--- src/rtl/pcc_pkg.sv ---
package pcc_pkg;

    typedef enum logic [2:0] {
        MD_TERM     = 3'd0,
        MD_ONESHOT  = 3'd1,
        MD_RATE     = 3'd2,
        MD_SQUARE   = 3'd3,
        MD_SWSTROBE = 3'd4,
        MD_HWSTROBE = 3'd5
    } pcc_mode_e;

    typedef struct packed {
        logic level_en;   // gate low suspends counting
        logic retrig;     // gate rising edge restarts
        logic periodic;   // count reloads at terminal
        logic init_out;   // output level after (re)start
    } pcc_attr_t;

endpackage

--- src/rtl/pcc_mode_norm.sv ---
module pcc_mode_norm
    import pcc_pkg::*;
(
    input  logic [2:0] raw,
    output pcc_mode_e  mode
);
    always_comb begin
        unique case (raw)
            3'd0:    mode = MD_TERM;
            3'd1:    mode = MD_ONESHOT;
            3'd2:    mode = MD_RATE;
            3'd3:    mode = MD_SQUARE;
            3'd4:    mode = MD_SWSTROBE;
            3'd5:    mode = MD_HWSTROBE;
            3'd6:    mode = MD_RATE;     // alias, R11
            default: mode = MD_SQUARE;   // 7 aliases square, R11
        endcase
    end
endmodule

--- src/rtl/pcc_mode_attr.sv ---
module pcc_mode_attr
    import pcc_pkg::*;
(
    input  pcc_mode_e mode,
    output pcc_attr_t attr
);
    always_comb begin
        attr = '0;
        unique case (mode)
            MD_TERM:     attr = '{level_en: 1'b1, retrig: 1'b0, periodic: 1'b0, init_out: 1'b0};
            MD_ONESHOT:  attr = '{level_en: 1'b0, retrig: 1'b1, periodic: 1'b0, init_out: 1'b0};
            MD_RATE:     attr = '{level_en: 1'b1, retrig: 1'b1, periodic: 1'b1, init_out: 1'b0};
            MD_SQUARE:   attr = '{level_en: 1'b1, retrig: 1'b1, periodic: 1'b1, init_out: 1'b1};
            MD_SWSTROBE: attr = '{level_en: 1'b1, retrig: 1'b0, periodic: 1'b0, init_out: 1'b0};
            MD_HWSTROBE: attr = '{level_en: 1'b0, retrig: 1'b1, periodic: 1'b0, init_out: 1'b0};
            default:     attr = '0;
        endcase
    end
endmodule

--- src/rtl/pcc_gate_edge.sv ---
module pcc_gate_edge (
    input  logic clk,
    input  logic rst_n,
    input  logic gate,
    output logic rise
);
    logic gate_d, gate_q;

    always_comb begin
        gate_d = gate;
        rise   = gate & ~gate_q;
    end

    always_ff @(posedge clk) begin
        if (!rst_n) gate_q <= 1'b0;
        else        gate_q <= gate_d;
    end
endmodule

--- src/rtl/pcc_count_step.sv ---
module pcc_count_step #(
    parameter int WIDTH = 16
) (
    input  logic [WIDTH-1:0] count,
    input  logic [WIDTH-1:0] reload,
    input  logic             periodic,
    output logic [WIDTH-1:0] next_count,
    output logic             hit
);
    localparam logic [WIDTH-1:0] ONE = {{(WIDTH-1){1'b0}}, 1'b1};

    always_comb begin
        hit = (count == ONE);
        if (periodic && hit) next_count = reload;
        else                 next_count = count - ONE;
    end
endmodule

--- src/rtl/pcc_square_phase.sv ---
module pcc_square_phase #(
    parameter int WIDTH = 16
) (
    input  logic [WIDTH-1:0] count,
    input  logic [WIDTH-1:0] reload,
    output logic             high
);
    localparam int XW = WIDTH + 1;

    logic [XW-1:0] cnt_full;
    logic [XW-1:0] per_full;

    always_comb begin
        // a stored zero stands for the full 2^WIDTH value
        cnt_full = {(count == '0), count};
        per_full = {(reload == '0), reload};
        high     = (cnt_full > (per_full >> 1));
    end
endmodule

--- src/rtl/pcc_channel.sv ---
module pcc_channel
    import pcc_pkg::*;
#(
    parameter int WIDTH = 16
) (
    input  logic             clk,
    input  logic             rst_n,
    input  logic             tick,
    input  logic             load,
    input  logic [WIDTH-1:0] reload_val,
    input  logic [2:0]       mode_sel,
    input  logic             gate,
    output logic [WIDTH-1:0] cnt_out,
    output logic             wave_out
);
    typedef struct packed {
        logic [WIDTH-1:0] count;
        logic [WIDTH-1:0] reload;
        pcc_mode_e        mode;
        logic             live;
        logic             done;
        logic             out;
    } chan_st_t;

    chan_st_t st_d, st_q;

    pcc_mode_e        ld_mode;
    pcc_attr_t        cur_attr;
    logic             gate_rise;
    logic [WIDTH-1:0] step_next;
    logic             step_hit;
    logic             sq_high;
    logic             cnt_en;

    pcc_mode_norm u_norm (
        .raw  (mode_sel),
        .mode (ld_mode)
    );

    pcc_mode_attr u_attr (
        .mode (st_q.mode),
        .attr (cur_attr)
    );

    pcc_gate_edge u_gate (
        .clk   (clk),
        .rst_n (rst_n),
        .gate  (gate),
        .rise  (gate_rise)
    );

    pcc_count_step #(.WIDTH(WIDTH)) u_step (
        .count      (st_q.count),
        .reload     (st_q.reload),
        .periodic   (cur_attr.periodic),
        .next_count (step_next),
        .hit        (step_hit)
    );

    pcc_square_phase #(.WIDTH(WIDTH)) u_sq (
        .count  (step_next),
        .reload (st_q.reload),
        .high   (sq_high)
    );

    always_comb begin
        st_d   = st_q;
        cnt_en = st_q.live && tick && (gate || !cur_attr.level_en);
        if (load) begin
            st_d.count  = reload_val;
            st_d.reload = reload_val;
            st_d.mode   = ld_mode;
            st_d.live   = 1'b1;
            st_d.done   = 1'b0;
            st_d.out    = (ld_mode == MD_SQUARE);
        end else if (st_q.live && gate_rise && cur_attr.retrig) begin
            st_d.count = st_q.reload;
            st_d.done  = 1'b0;
            st_d.out   = cur_attr.init_out;
        end else if (cnt_en) begin
            st_d.count = step_next;
            unique case (st_q.mode)
                MD_TERM, MD_ONESHOT: begin
                    if (step_hit && !st_q.done) begin
                        st_d.out  = 1'b1;
                        st_d.done = 1'b1;
                    end
                end
                MD_RATE:   st_d.out = step_hit;
                MD_SQUARE: st_d.out = sq_high;
                MD_SWSTROBE, MD_HWSTROBE: begin
                    st_d.out = step_hit && !st_q.done;
                    if (step_hit) st_d.done = 1'b1;
                end
                default: ;
            endcase
        end
    end

    always_ff @(posedge clk) begin
        if (!rst_n) st_q <= '0;
        else        st_q <= st_d;
    end

    assign cnt_out  = st_q.count;
    assign wave_out = st_q.out;

endmodule

--- config.mk ---
export PLATFORM = sky130hd
export DESIGN_NAME = pcc_channel
export DESIGN_NICKNAME = d
export VERILOG_FILES = /design/src/rtl/pcc_pkg.sv /design/src/rtl/pcc_mode_norm.sv /design/src/rtl/pcc_mode_attr.sv /design/src/rtl/pcc_gate_edge.sv /design/src/rtl/pcc_count_step.sv /design/src/rtl/pcc_square_phase.sv /design/src/rtl/pcc_channel.sv
export SDC_FILE = /design/constraint.sdc
export NUM_CORES = 1
export LEC_CHECK = 0
export ABC_AREA = 1
export BUFFER_PORTS_ARGS = -buffer_cell sky130_fd_sc_hd__clkbuf_2
export CORE_ASPECT_RATIO = 0.75
export CORE_MARGIN = 3
export CORE_UTILIZATION = 60
export CTS_BUF_LIST = sky130_fd_sc_hd__clkbuf_4
export DETAILED_ROUTE_END_ITERATION = 16
export PLACE_DENSITY_LB_ADDON = 0.25
export SLEW_MARGIN = 20
export SYNTH_ARGS = -nofsm -noshare
export SYNTH_HDL_FRONTEND = slang
export SYNTH_SLANG_ARGS = --single-unit
--- constraint.sdc ---
create_clock -name clk -period 3.2 [get_ports clk]
set_clock_uncertainty 0.15 [all_clocks]
set_input_delay 0.16 -clock clk [delete_from_list [all_inputs] [get_ports clk]]
set_output_delay 0.16 -clock clk [all_outputs]
set_load 0.03 [all_outputs]
-- Word level (Yosys, flattened, before mapping)
Index checks and enable logic that the tools add are counted.
- magnitude comparators: 1
- add/sub/neg operators: 1
- multiplexer cells: 13
- eq/ne operators: 15
- reduce and logical (&&, ||, !) cells: 24
- bitwise operators: 3
- operators with widths (operator ; number):
    2-to-1 mux 16 bit ; 4
    zero test 16 bit ; 2
    > comparator 17 x 16 -> 1 bit ; 1
    == test 16 x 1 -> 1 bit, second input constant ; 1
    one-hot mux 4 bit (4 select lines) ; 1
    subtractor 16 x 1 -> 16 bit, second input constant ; 1
    == test 3 bit, second input constant ; 5
    one-hot mux 3 bit (5 select lines) ; 1
    == test 3 x 2 -> 1 bit, second input constant ; 4
    OR reduction 2 bit ; 5
    == test 3 x 1 -> 1 bit, second input constant ; 2
    logical AND 1 bit ; 6
    zero test 3 bit ; 2
    nonzero test 6 bit ; 1
    2-to-1 mux 1 bit ; 4
    inequality test 2 bit, second input constant ; 2
    inequality test 4 bit, second input constant ; 1
    one-hot mux 1 bit (4 select lines) ; 1
    AND reduction 4 bit ; 1
    AND reduction 3 bit ; 1
    nonzero test 3 bit ; 1
    OR reduction 3 bit ; 1
    zero test 1 bit ; 2
    2-to-1 mux 2 bit ; 1
    other kinds (5) ; 6
- bits of input ports: 24
- register bits after elaboration: 39
- word-level logic and storage cells: 64
- output and inout port bits: 17

-- Logic depth before layout (Yosys ltp)
Gate-level depths: netlist of the first run.
- word-level depth: 11
- gate-level depth with buffers: 25
- depth with buffers taken out: 25

-- Cells and area by module
From an unflattened synthesis of the first run, not the netlist that was laid out.
- cell total of the unflattened synthesis: 508
- area total of the unflattened synthesis: 3239.4 µm²
- modules (own cells, without submodules) (module ; seq. area each (µm²) ; area each (µm²) ; times used ; cells an instance):
    pcc_channel ; 760.7 ; 1838.0 ; 1 ; 251
    pcc_count_step ; 0.0 ; 777.0 ; 1 ; 143
    pcc_square_phase ; 0.0 ; 530.5 ; 1 ; 94
    pcc_mode_attr ; 0.0 ; 41.3 ; 1 ; 11
    pcc_gate_edge ; 20.0 ; 37.5 ; 1 ; 5
    pcc_mode_norm ; 0.0 ; 15.0 ; 1 ; 4

-- Least setup slack after synthesis of the first run
Ideal clock, no wire load.
- path type: register -> register
- from: register st_q, in the netlist cnt_out[1]
- to: register st_q, in the netlist wave_out
- stages on the path, launching flop included: 25
- buffers on the path: 0
- path slack: 0.585 ns
- arrival time: 2.344 ns
- library setup time: 0.121 ns
- data required time: 2.929 ns
- clock period less this slack: 2.615 ns
- cell sequence: dfxtp_1 -> inv_1 -> ha_1 -> nand2_1 -> nor2_4 -> nand2_2 -> nor2_4 -> nand2_1 -> o21ai_0 -> inv_1 -> ha_1 -> nand2_1 -> inv_1 -> nand3_1 -> nor2_1 -> a21oi_1 -> nand2_1 -> nand2_1 -> nand2_1 -> nand2_1 -> nand2_1 -> nand2_1 -> nand3_1 -> nand2_1 -> a21oi_2
- cells in the longest elaborated chain, start to end: 9
- elaborated cells between the ends (all ways): 13
- those cells by class: 1 x add/sub; 1 x order compare; 2 x eq/ne; 5 x mux; 4 x reduce/logical
- RTL lines (what ; RTL line ; RTL):
    start, declared ; pcc_channel.sv:25 ; chan_st_t st_d, st_q;
    start signal, assigned ; pcc_channel.sv:102 ; else st_q <= st_d;
    parallel branches: the longest is 9 deep, another holds > comparator 17 x 16 -> 1 bit ; - ;
Several ways; the timed one is not identified. The select of a mux whose other input is x is not followed.
A chain may end at the register's enable or synchronous reset.

-- Worst setup path in the final report of the first run
- from: register st_q, in the netlist cnt_out[8]
- to: register st_q, in the netlist wave_out
The elaborated chain is that of the path after synthesis.

==> results of run 1 <==
[routing by layer]
metal	track usage (%)	part of all wire, %	vias up
li1	-	-	1610
met1	40.3	44	1472
met5	0	0	-
met4	11.1	3.2	0
met3	6.30	7.9	35
met2	49.8	44	176
[sequential cells by signal, indices dropped and copies added, names as in the netlist]
signal,flops
st_q,21
u_gate.gate_q,1
cnt_out,16
wave_out,1
[repair_timing]
action                     4_1_cts  5_1_grt
resized for setup                0       23
hold endpoints to repair        36        0
buffers inserted                 0       10
hold buffers                    21        0
setup endpoints to repair        0        1
[metrics by stage]
step	worst slack (ps)	power [µW]	hold WS (ps)
2_1_floorplan	585	1020	103
3_3_place_gp	263	1140	210
3_5_place_dp	201	1150	218
4_1_cts	167	1440	44.0
5_1_grt	-45.6	1600	66.2
6_report	223	1510	39.0
[worst max-delay path: cells and delay by family (launching register included)]
kind / cells / cell delay, ps
AO/OA/AOI/OAI: 2 / 190
adder cells (fa/ha/maj): 1 / 320
buffers and inverters: 1 / 70
flip-flops: 1 / 400
AND/OR/NAND/NOR: 17 / 1790
[power groups by stage]
stage	Clock, µW	Sequential, µW	Combinational [µW]
detailed placement	0	572	576
finish	281	569	656
CTS	274	561	601
global route	296	575	727
global placement	0	571	565
floorplan	0	565	451
[how the worst max path moves through the flow]
stage                           from        to  cells past startpoint
after floorplan           cnt_out[1]  wave_out                     24
after global placement    cnt_out[0]  wave_out                     23
after detailed placement  cnt_out[1]  wave_out                     24
after CTS                 cnt_out[0]  wave_out                     23
after global routing      cnt_out[8]  wave_out                     23
final                     cnt_out[8]  wave_out                     21
[cells in the mapped netlist (all sizes together)]
| cell | number | area share, % |
|---|---|---|
| nor3 | 3 | 0.51 |
| nor2 | 57 | 9.1 |
| clkbuf | 5 | 0.64 |
| a21oi | 29 | 5.1 |
| o211ai | 1 | 0.26 |
| ha | 18 | 7.7 |
| o22ai | 15 | 3.2 |
| nand2 | 115 | 15 |
| buf | 25 | 5.7 |
| o21bai | 2 | 0.51 |
| o21ai | 26 | 4.4 |
| nand3 | 18 | 3.5 |
| clkinv | 1 | 0.13 |
| o21a | 1 | 0.26 |
| or2 | 1 | 0.21 |
| and2 | 1 | 0.21 |
| xnor2 | 3 | 0.89 |
| dfxtp | 39 | 27 |
| nand4 | 12 | 2.6 |
| nand3b | 1 | 0.26 |
| and3 | 1 | 0.21 |
| nor4 | 4 | 0.85 |
| a31oi | 16 | 3.4 |
| inv | 69 | 8.8 |
[cell families after synthesis]
| kind of cell | after synthesis | synth area share [%] |
|---|---|---|
| adder cells (fa/ha/maj) | 18 | 7.66 |
| buffers and inverters | 100 | 15.2 |
| AO/OA/AOI/OAI | 90 | 17.1 |
| flip-flops | 39 | 26.5 |
| AND/OR/NAND/NOR | 213 | 32.6 |
| XOR/XNOR | 3 | 0.893 |
[layout make-up]
cell class / instances / area (µm²)
clock buffer: 6 / 45.0
fill: 398 / 1090
tap: 57 / 71.3
clock inverter: 2 / 12.5
timing repair buffer: 77 / 531
sequential: 39 / 788
multi-input combinational: 325 / 1790
inverter: 70 / 263
==> impl_metrics.csv, run 1 <==
group,metric,value,unit
global_routing,antenna_found_initial,0,
route,via_count,3293,
worst_hold_path,hold_path.class,"in -> reg",
power,irDropWorstVdd,0.000278,V
yosys,synth_cell_types,35,
critical_path,worstReg2RegEnd,"wave_out",
power,switching_share,43.1,%
power,share_comb_of_total_power,43.6,%
yosys,synth-seq-cells,39,
critical_path,worstReg2RegStart,"cnt_out[8]",
clocking,clkSinkCount,39,
clocking,root_buffer,"clkbuf_4",
critical_path,arrival,3150,ps
global_routing,grt_start_max_net_pins,39,
yosys,ys_warn_count,0,
status,status,"completed",
die,initial_core_util,64.0,%
layout,design_area,3500,µm²
sta,maxSlewViolCount,0,
power,p_int,857,µW
sta,fin_crit,2980,ps
critical_path,cp_common_cell,"nand2_1",
critical_path,startpoint_type,"register",
yosys,synthesis.area,2940,µm²
route,drc,0,
critical_path,crit_chain,"nor2_4 -> nand2_4 -> nor2_8 -> nand3_4 -> nand3_1 -> nand2_1 -> ha_1 -> nand2_1 -> inv_1 -> nand3_1 -> nor2_2 -> a21oi_1 -> nand2_1 -> nand2_1 -> nand2_1 -> nand2_1 -> nand2_1 -> nand2_1 -> nand3_1 -> nand2_1 -> a21oi_2",
die,fp.dieW,86.9,µm
layout,final_core_util,76.2,%
yosys,syn_area_per_cell,6.35,µm²
global_routing,grt_use_total,30.8,%
critical_path,cpMaxStageDelayCell,"dfxtp_1",
critical_path,cp.required,3370,ps
place,post-dp-hpwl,6.01,mm
die,dieArea,5790,µm²
worst_hold_path,holdCritStartpoint,"load",
clocking,clock_latency,370,ps
route,wire_per_inst,15.5,µm
global_routing,gr-total-overflow,0,
route,drt_iter0_markers,242,
layout,finalNonFillerCells,576,
clocking,cts_tree,"done",
power,power.leakage,0.00168,µW
critical_path,cp-end-kind,"register",
power,power.share.clock,18.6,%
global_routing,grt_pass1_wl,13.9,mm
sta,relSlewSlack,55.7,%
power,switching_power,649,µW
layout,fin_nets,560,
clocking,htreeDepth,2,
die,dieHeight,66.6,µm
place,place_area,3070,µm²
power,power_frac_seq,37.8,%
route,drtPass1Iterations,5,
sta,timing.fmax,336,MHz
critical_path,crit_path_max_incr_delay,400,ps
worst_hold_path,hold_end,"st_q[1]",
global_routing,grt_pass1_vias,2961,
route,antenna_left,0,
place,port_buffers,40,
route,via_per_inst,5.72,
layout,layout_commonest_cell,"nand2_1",
sta,finalSetupViolations,0,
critical_path,critical_path_class,"reg -> reg",
yosys,synth_nets,505,
layout,syn_to_final_growth,19.1,%
sta,finalHoldViolCount,0,
layout,diodes,0,
clocking,ctsLongestPathBuffers,2,
yosys,syn_inst,463,
route,routed_wirelength,8.93,mm
clocking,cts_buffers,5,
power,power_density,430,nW/µm²
die,ios,41,
clocking,clkTransAtPathRegs,130,ps
flow_run,drv_cap,0,
yosys,synth-seq-area-share,26.5,%
critical_path,r2r_cells,21,
critical_path,worstPathMaxFanout,16,
critical_path,rrSetupSlack,220,ps
die,rows,21,
layout,final_cell_mix,"109 x nand2_1, 66 x inv_1, 44 x nor2_1",
place,dp_cells,536,
layout,drive_gt1_share,18.7,%
sta,fin_crit_sh,93.0,%
place,gp_congestion,1.04,
worst_hold_path,worstHoldPathCells,4,
sta,worstMarginPinSlew,660,ps
sta,tns,0,ps
die,core-area,4600,µm²
Note: power is estimated with default switching activity, not from simulation.
==> run 2, diff against run 1 <==
--- a/config.mk
+++ b/config.mk
@@ -12,7 +12,7 @@
 export CORE_UTILIZATION = 60
 export CTS_BUF_LIST = sky130_fd_sc_hd__clkbuf_4
 export DETAILED_ROUTE_END_ITERATION = 16
-export PLACE_DENSITY_LB_ADDON = 0.25
+export PLACE_DENSITY = 0.83
 export SLEW_MARGIN = 20
 export SYNTH_ARGS = -nofsm -noshare
 export SYNTH_HDL_FRONTEND = slang
==> impl_metrics.csv, run 2 (synthesis results as in run 1) <==
group,metric,value,unit
route,antenna_left,0,
die,dieHeight,66.6,µm
critical_path,startpoint_type,"register",
sta,worstMarginPinSlew,652,ps
route,drt_iter0_markers,322,
layout,diodes,0,
clocking,root_buffer,"clkbuf_4",
die,initial_core_util,64.0,%
route,routed_wirelength,9.00,mm
place,gp_congestion,0.994,
layout,syn_to_final_growth,20.8,%
layout,drive_gt1_share,20.2,%
layout,final_cell_mix,"107 x nand2_1, 65 x inv_1, 46 x nor2_1",
global_routing,gr-total-overflow,0,
layout,final_core_util,77.3,%
place,port_buffers,40,
die,fp.dieW,86.9,µm
status,status,"completed",
die,rows,21,
power,power.share.clock,18.5,%
critical_path,critical_path_class,"reg -> reg",
layout,regMostFlops,"st_q",
global_routing,antenna_found_initial,0,
sta,fin_crit_sh,92.5,%
power,power_frac_seq,38.0,%
global_routing,grt_start_max_net_pins,39,
die,ios,41,
power,switching_share,42.1,%
clocking,htreeDepth,2,
critical_path,worstReg2RegStart,"cnt_out[2]",
sta,fin_crit,2960,ps
clocking,clkSinkCount,39,
route,drtPass1Iterations,6,
power,share_comb_of_total_power,43.5,%
sta,maxSlewViolCount,0,
global_routing,grt_pass1_wl,14.0,mm
power,irDropWorstVdd,0.000278,V
sta,timing.fmax,338,MHz
die,core-area,4600,µm²
layout,fin_nets,567,
sta,finalHoldViolCount,0,
power,switching_power,632,µW
critical_path,rrSetupSlack,240,ps
clocking,cts_tree,"done",
place,post-dp-hpwl,6.11,mm
power,power_density,422,nW/µm²
clocking,clock_latency,360,ps
power,power.leakage,0.00171,µW
place,place_area,3090,µm²
die,dieArea,5790,µm²
critical_path,worstReg2RegEnd,"wave_out",
layout,design_area,3550,µm²
worst_hold_path,hold_path.class,"in -> reg",
flow_run,drv_cap,0,
sta,finalSetupViolations,0,
critical_path,cp-end-kind,"register",
worst_hold_path,hold_end,"cnt_out[1]",
critical_path,r2r_cells,24,
route,via_count,3310,
critical_path,arrival,3120,ps
worst_hold_path,worstHoldPathCells,4,
clocking,ctsLongestPathBuffers,2,
worst_hold_path,holdCritStartpoint,"load",
clocking,cts_buffers,5,
global_routing,grt_pass1_vias,2922,
critical_path,cp.required,3360,ps
sta,whs,91.5,ps
power,p_int,868,µW
clocking,clkTransAtPathRegs,120,ps
critical_path,worstPathMaxFanout,8,
route,wire_per_inst,15.4,µm
sta,layout_setup_ws,241,ps
route,drc,0,
layout,largest_reg_flops,21,
layout,layout_commonest_cell,"nand2_1",
global_routing,grt_use_total,31.0,%
route,via_per_inst,5.68,
place,place_ws,145,ps
sta,relSlewSlack,56.3,%
==> run 2: worst max-delay path, cell delays in order (launching register included) <==
cell and delay, ps:
dfxtp_1 390, nor2_2 160, nand2_1 100, nor2_4 250
nand2_4 90, nor2_4 220, buf_6 130, nand2_1 50
nand2_2 70, inv_2 50, ha_4 260, nand4_1 130
nor2_1 130, nand2_1 50, nand2_1 60, nand2_1 60
nand2_1 60, nand2_1 50, nand2_1 50, nand2_1 50
nand2_1 50, nand2_1 40, nand3_1 70, nand2_1 60
a21oi_2 100
==> run 2: timing repair <==
item	in CTS	in global routing
setup buffers	0	15
resized for setup	0	24
setup endpoints to repair	0	1
hold buffers	21	0
endpoints found under the hold margin	36	0
==> run 2: cell type report <==
type | count | area [µm²]
well taps | 57 | 71.3
repair buffers | 84 | 587
flip-flops and latches | 39 | 786
inverters | 70 | 263
clock buffers | 7 | 52.6
clock inverters | 1 | 5.00
fillers | 367 | 1050
multi-input cells | 325 | 1790
==> run 2: through the flow <==
stage | power (µW) | setup TNS, ps | std cells
finish | 1500 | 0 | 583
global route | 1600 | -62.0 | 583
CTS | 1440 | 0 | 567
detailed placement | 1150 | 0 | 538
global placement | 1140 | 0 | 538
floorplan | 1020 | 0 | 463
==> run 2: worst max-delay path by stage <==
stage	to	startpoint	slack (ps)
2_1_floorplan	wave_out	cnt_out[1]	590
3_3_place_gp	wave_out	cnt_out[0]	220
3_5_place_dp	wave_out	cnt_out[0]	150
4_1_cts	wave_out	cnt_out[0]	110
5_1_grt	wave_out	cnt_out[2]	-60
6_report	wave_out	cnt_out[2]	240
==> run 2: power by group through the flow <==
stage                     registers (µW)  clock network, µW  logic (µW)
after global routing                 574                303         724
after global placement               574                  0         565
after detailed placement             575                  0         574
final                                570                278         652
after floorplan                      565                  0         451
after CTS                            564                279         597
==> run 2: layer usage <==
metal | part of all wire [%] | GRT usage (%)
met1 | 43 | 41.9
met2 | 47 | 52.3
met3 | 8.3 | 3.96
met4 | 1.9 | 7.20
met5 | 0 | 0
==> run 3, diff against run 2 <==
--- a/config.mk
+++ b/config.mk
@@ -10,7 +10,7 @@
 export CORE_ASPECT_RATIO = 0.75
 export CORE_MARGIN = 3
 export CORE_UTILIZATION = 60
-export CTS_BUF_LIST = sky130_fd_sc_hd__clkbuf_4
+export CTS_BUF_LIST = sky130_fd_sc_hd__clkbuf_8
 export DETAILED_ROUTE_END_ITERATION = 16
 export PLACE_DENSITY = 0.83
 export SLEW_MARGIN = 20
==> impl_metrics.csv, run 3 (synthesis results as in run 1) <==
group,metric,value,unit
global_routing,top_usage_layer,"met2",
die,dieHeight,66.6,µm
layout,largest_reg_flops,21,
critical_path,critical_path_class,"reg -> reg",
sta,fin_crit_sh,93.1,%
power,power.leakage,0.00175,µW
power,p_int,921,µW
sta,tns,0,ps
die,ios,41,
power,share_comb_of_total_power,42.3,%
layout,final_cell_mix,"105 x nand2_1, 67 x inv_1, 44 x nor2_1",
clocking,htreeDepth,2,
die,dieArea,5790,µm²
global_routing,antenna_found_initial,0,
global_routing,grt_pass1_vias,2933,
place,post-dp-hpwl,6.11,mm
clocking,clock_latency,300,ps
sta,finalSetupViolations,0,
global_routing,gr-total-overflow,0,
power,power.share.clock,21.2,%
layout,n_fill_cell,351,
layout,seq_area,797,µm²
die,initial_core_util,64.0,%
layout,drive_gt1_share,21.9,%
status,status,"completed",
critical_path,startpoint_type,"register",
power,power_density,432,nW/µm²
route,wire_per_inst,15.5,µm
global_routing,gr-usage-met3,6.18,%
worst_hold_path,hold_path.class,"in -> reg",
route,routed_wirelength,9.05,mm
critical_path,cp.required,3290,ps
global_routing,grt_use_total,31.2,%
layout,final_core_util,79.2,%
power,irDropWorstVdd,0.000284,V
route,via_count,3320,
layout,regMostFlops,"st_q",
sta,maxSlewViolCount,0,
layout,fin_nets,570,
die,rows,21,
power,power_frac_seq,36.4,%
layout,layout_commonest_cell,"nand2_1",
clocking,clkSinkCount,39,
layout,syn_to_final_growth,23.8,%
route,drc,0,
flow_run,drv_cap,0,
die,core-area,4600,µm²
critical_path,cp-end-kind,"register",
place,port_buffers,40,
route,antenna_left,0,
clocking,cts_tree,"done",
route,via_per_inst,5.67,
place,gp_congestion,0.994,
global_routing,met2_usage,50.8,%
power,switching_power,652,µW
layout,diodes,0,
clocking,clkTransAtPathRegs,80,ps
power,switching_share,41.5,%
clocking,ctsLongestPathBuffers,2,
sta,timing.fmax,336,MHz
global_routing,grt_start_max_net_pins,39,
sta,relSlewSlack,55.5,%
layout,multi_input_area,1820,µm²
global_routing,globalRouteMet1Util,41.5,%
sta,finalHoldViolCount,0,
critical_path,worstPathMaxFanout,8,
global_routing,grt_pass1_wl,14.0,mm
sta,worstMarginPinSlew,664,ps
die,fp.dieW,86.9,µm
clocking,cts_buffers,5,
route,drtPass1Iterations,5,
sta,fin_crit,2980,ps
critical_path,arrival,3070,ps
clocking,root_buffer,"clkbuf_8",
route,drt_iter0_markers,345,
## run 3: cell types whose count changed in the layout (fill, tap and decap cells not counted), sizes merged
cell | previous run | this run
buf | 23 | 26
clkbuf | 47 | 45
inv | 69 | 71
## run 3: per-stage QoR
step / cells / total power [µW] / cell area (µm²) / setup WS, ps / hold slack (ps)
floorplan: 463 / 1020 / 2940 / 585 / 103
global placement: 538 / 1140 / 3090 / 221 / 212
detailed placement: 538 / 1150 / 3090 / 145 / 212
CTS: 567 / 1490 / 3380 / 101 / 163
global route: 586 / 1670 / 3640 / -88.8 / 167
finish: 586 / 1570 / 3640 / 220 / 154
## run 3: repair_timing
action                                  CTS  global route
hold endpoints to repair                 30             0
hold buffers                             21             0
endpoints found under the setup margin    0             1
setup buffers                             0            18
gates resized for setup                   0            39
## run 3: routing by layer
metal	vias up	wire length, µm
met1	1487	3870
met5	-	0
met2	179	4130
li1	1626	-
met4	0	252
met3	28	797
## run 3: worst max-delay path: stages, from the launching register on
cell	delay [ps]
dfxtp_4	350
inv_4	70
ha_4	120
nand2_2	60
nor2_4	240
nand2_4	90
nor2_4	220
buf_6	130
nand2_1	50
nand2_2	70
inv_2	50
ha_4	260
nand4_1	150
nor2_1	140
nand2_1	50
nand2_1	60
nand2_1	70
nand2_1	80
nand2_1	50
nand2_1	50
nand2_1	40
nand2_1	60
nand2_1	50
nand3_1	70
nand2_1	60
a21oi_2	100
## run 3: path summary, 6_finish.rpt
check,cells after the start,to,slack [ps],start
worst min-delay path,4,cnt_out[0],150,load
worst max-delay path,25,wave_out,220,cnt_out[1]
worst max register to register,25,wave_out,220,cnt_out[1]
worst min register to register,2,st_q[2],360,st_q[2]
## run 3: cell type report
cell class | instances | area share [%]
well taps | 57 | 1.96
clock buffers | 5 | 1.89
flip-flops and latches | 39 | 21.9
multi-input cells | 325 | 49.9
repair buffers | 87 | 16.7
inverters | 70 | 7.28
clock inverters | 3 | 0.344
## run 3: power by group through the flow
stage / clock, µW / sequential (µW) / combinational [µW]
3_3_place_gp: 0 / 574 / 565
6_report: 334 / 573 / 666
3_5_place_dp: 0 / 575 / 574
4_1_cts: 331 / 564 / 597
5_1_grt: 357 / 577 / 740
2_1_floorplan: 0 / 565 / 451
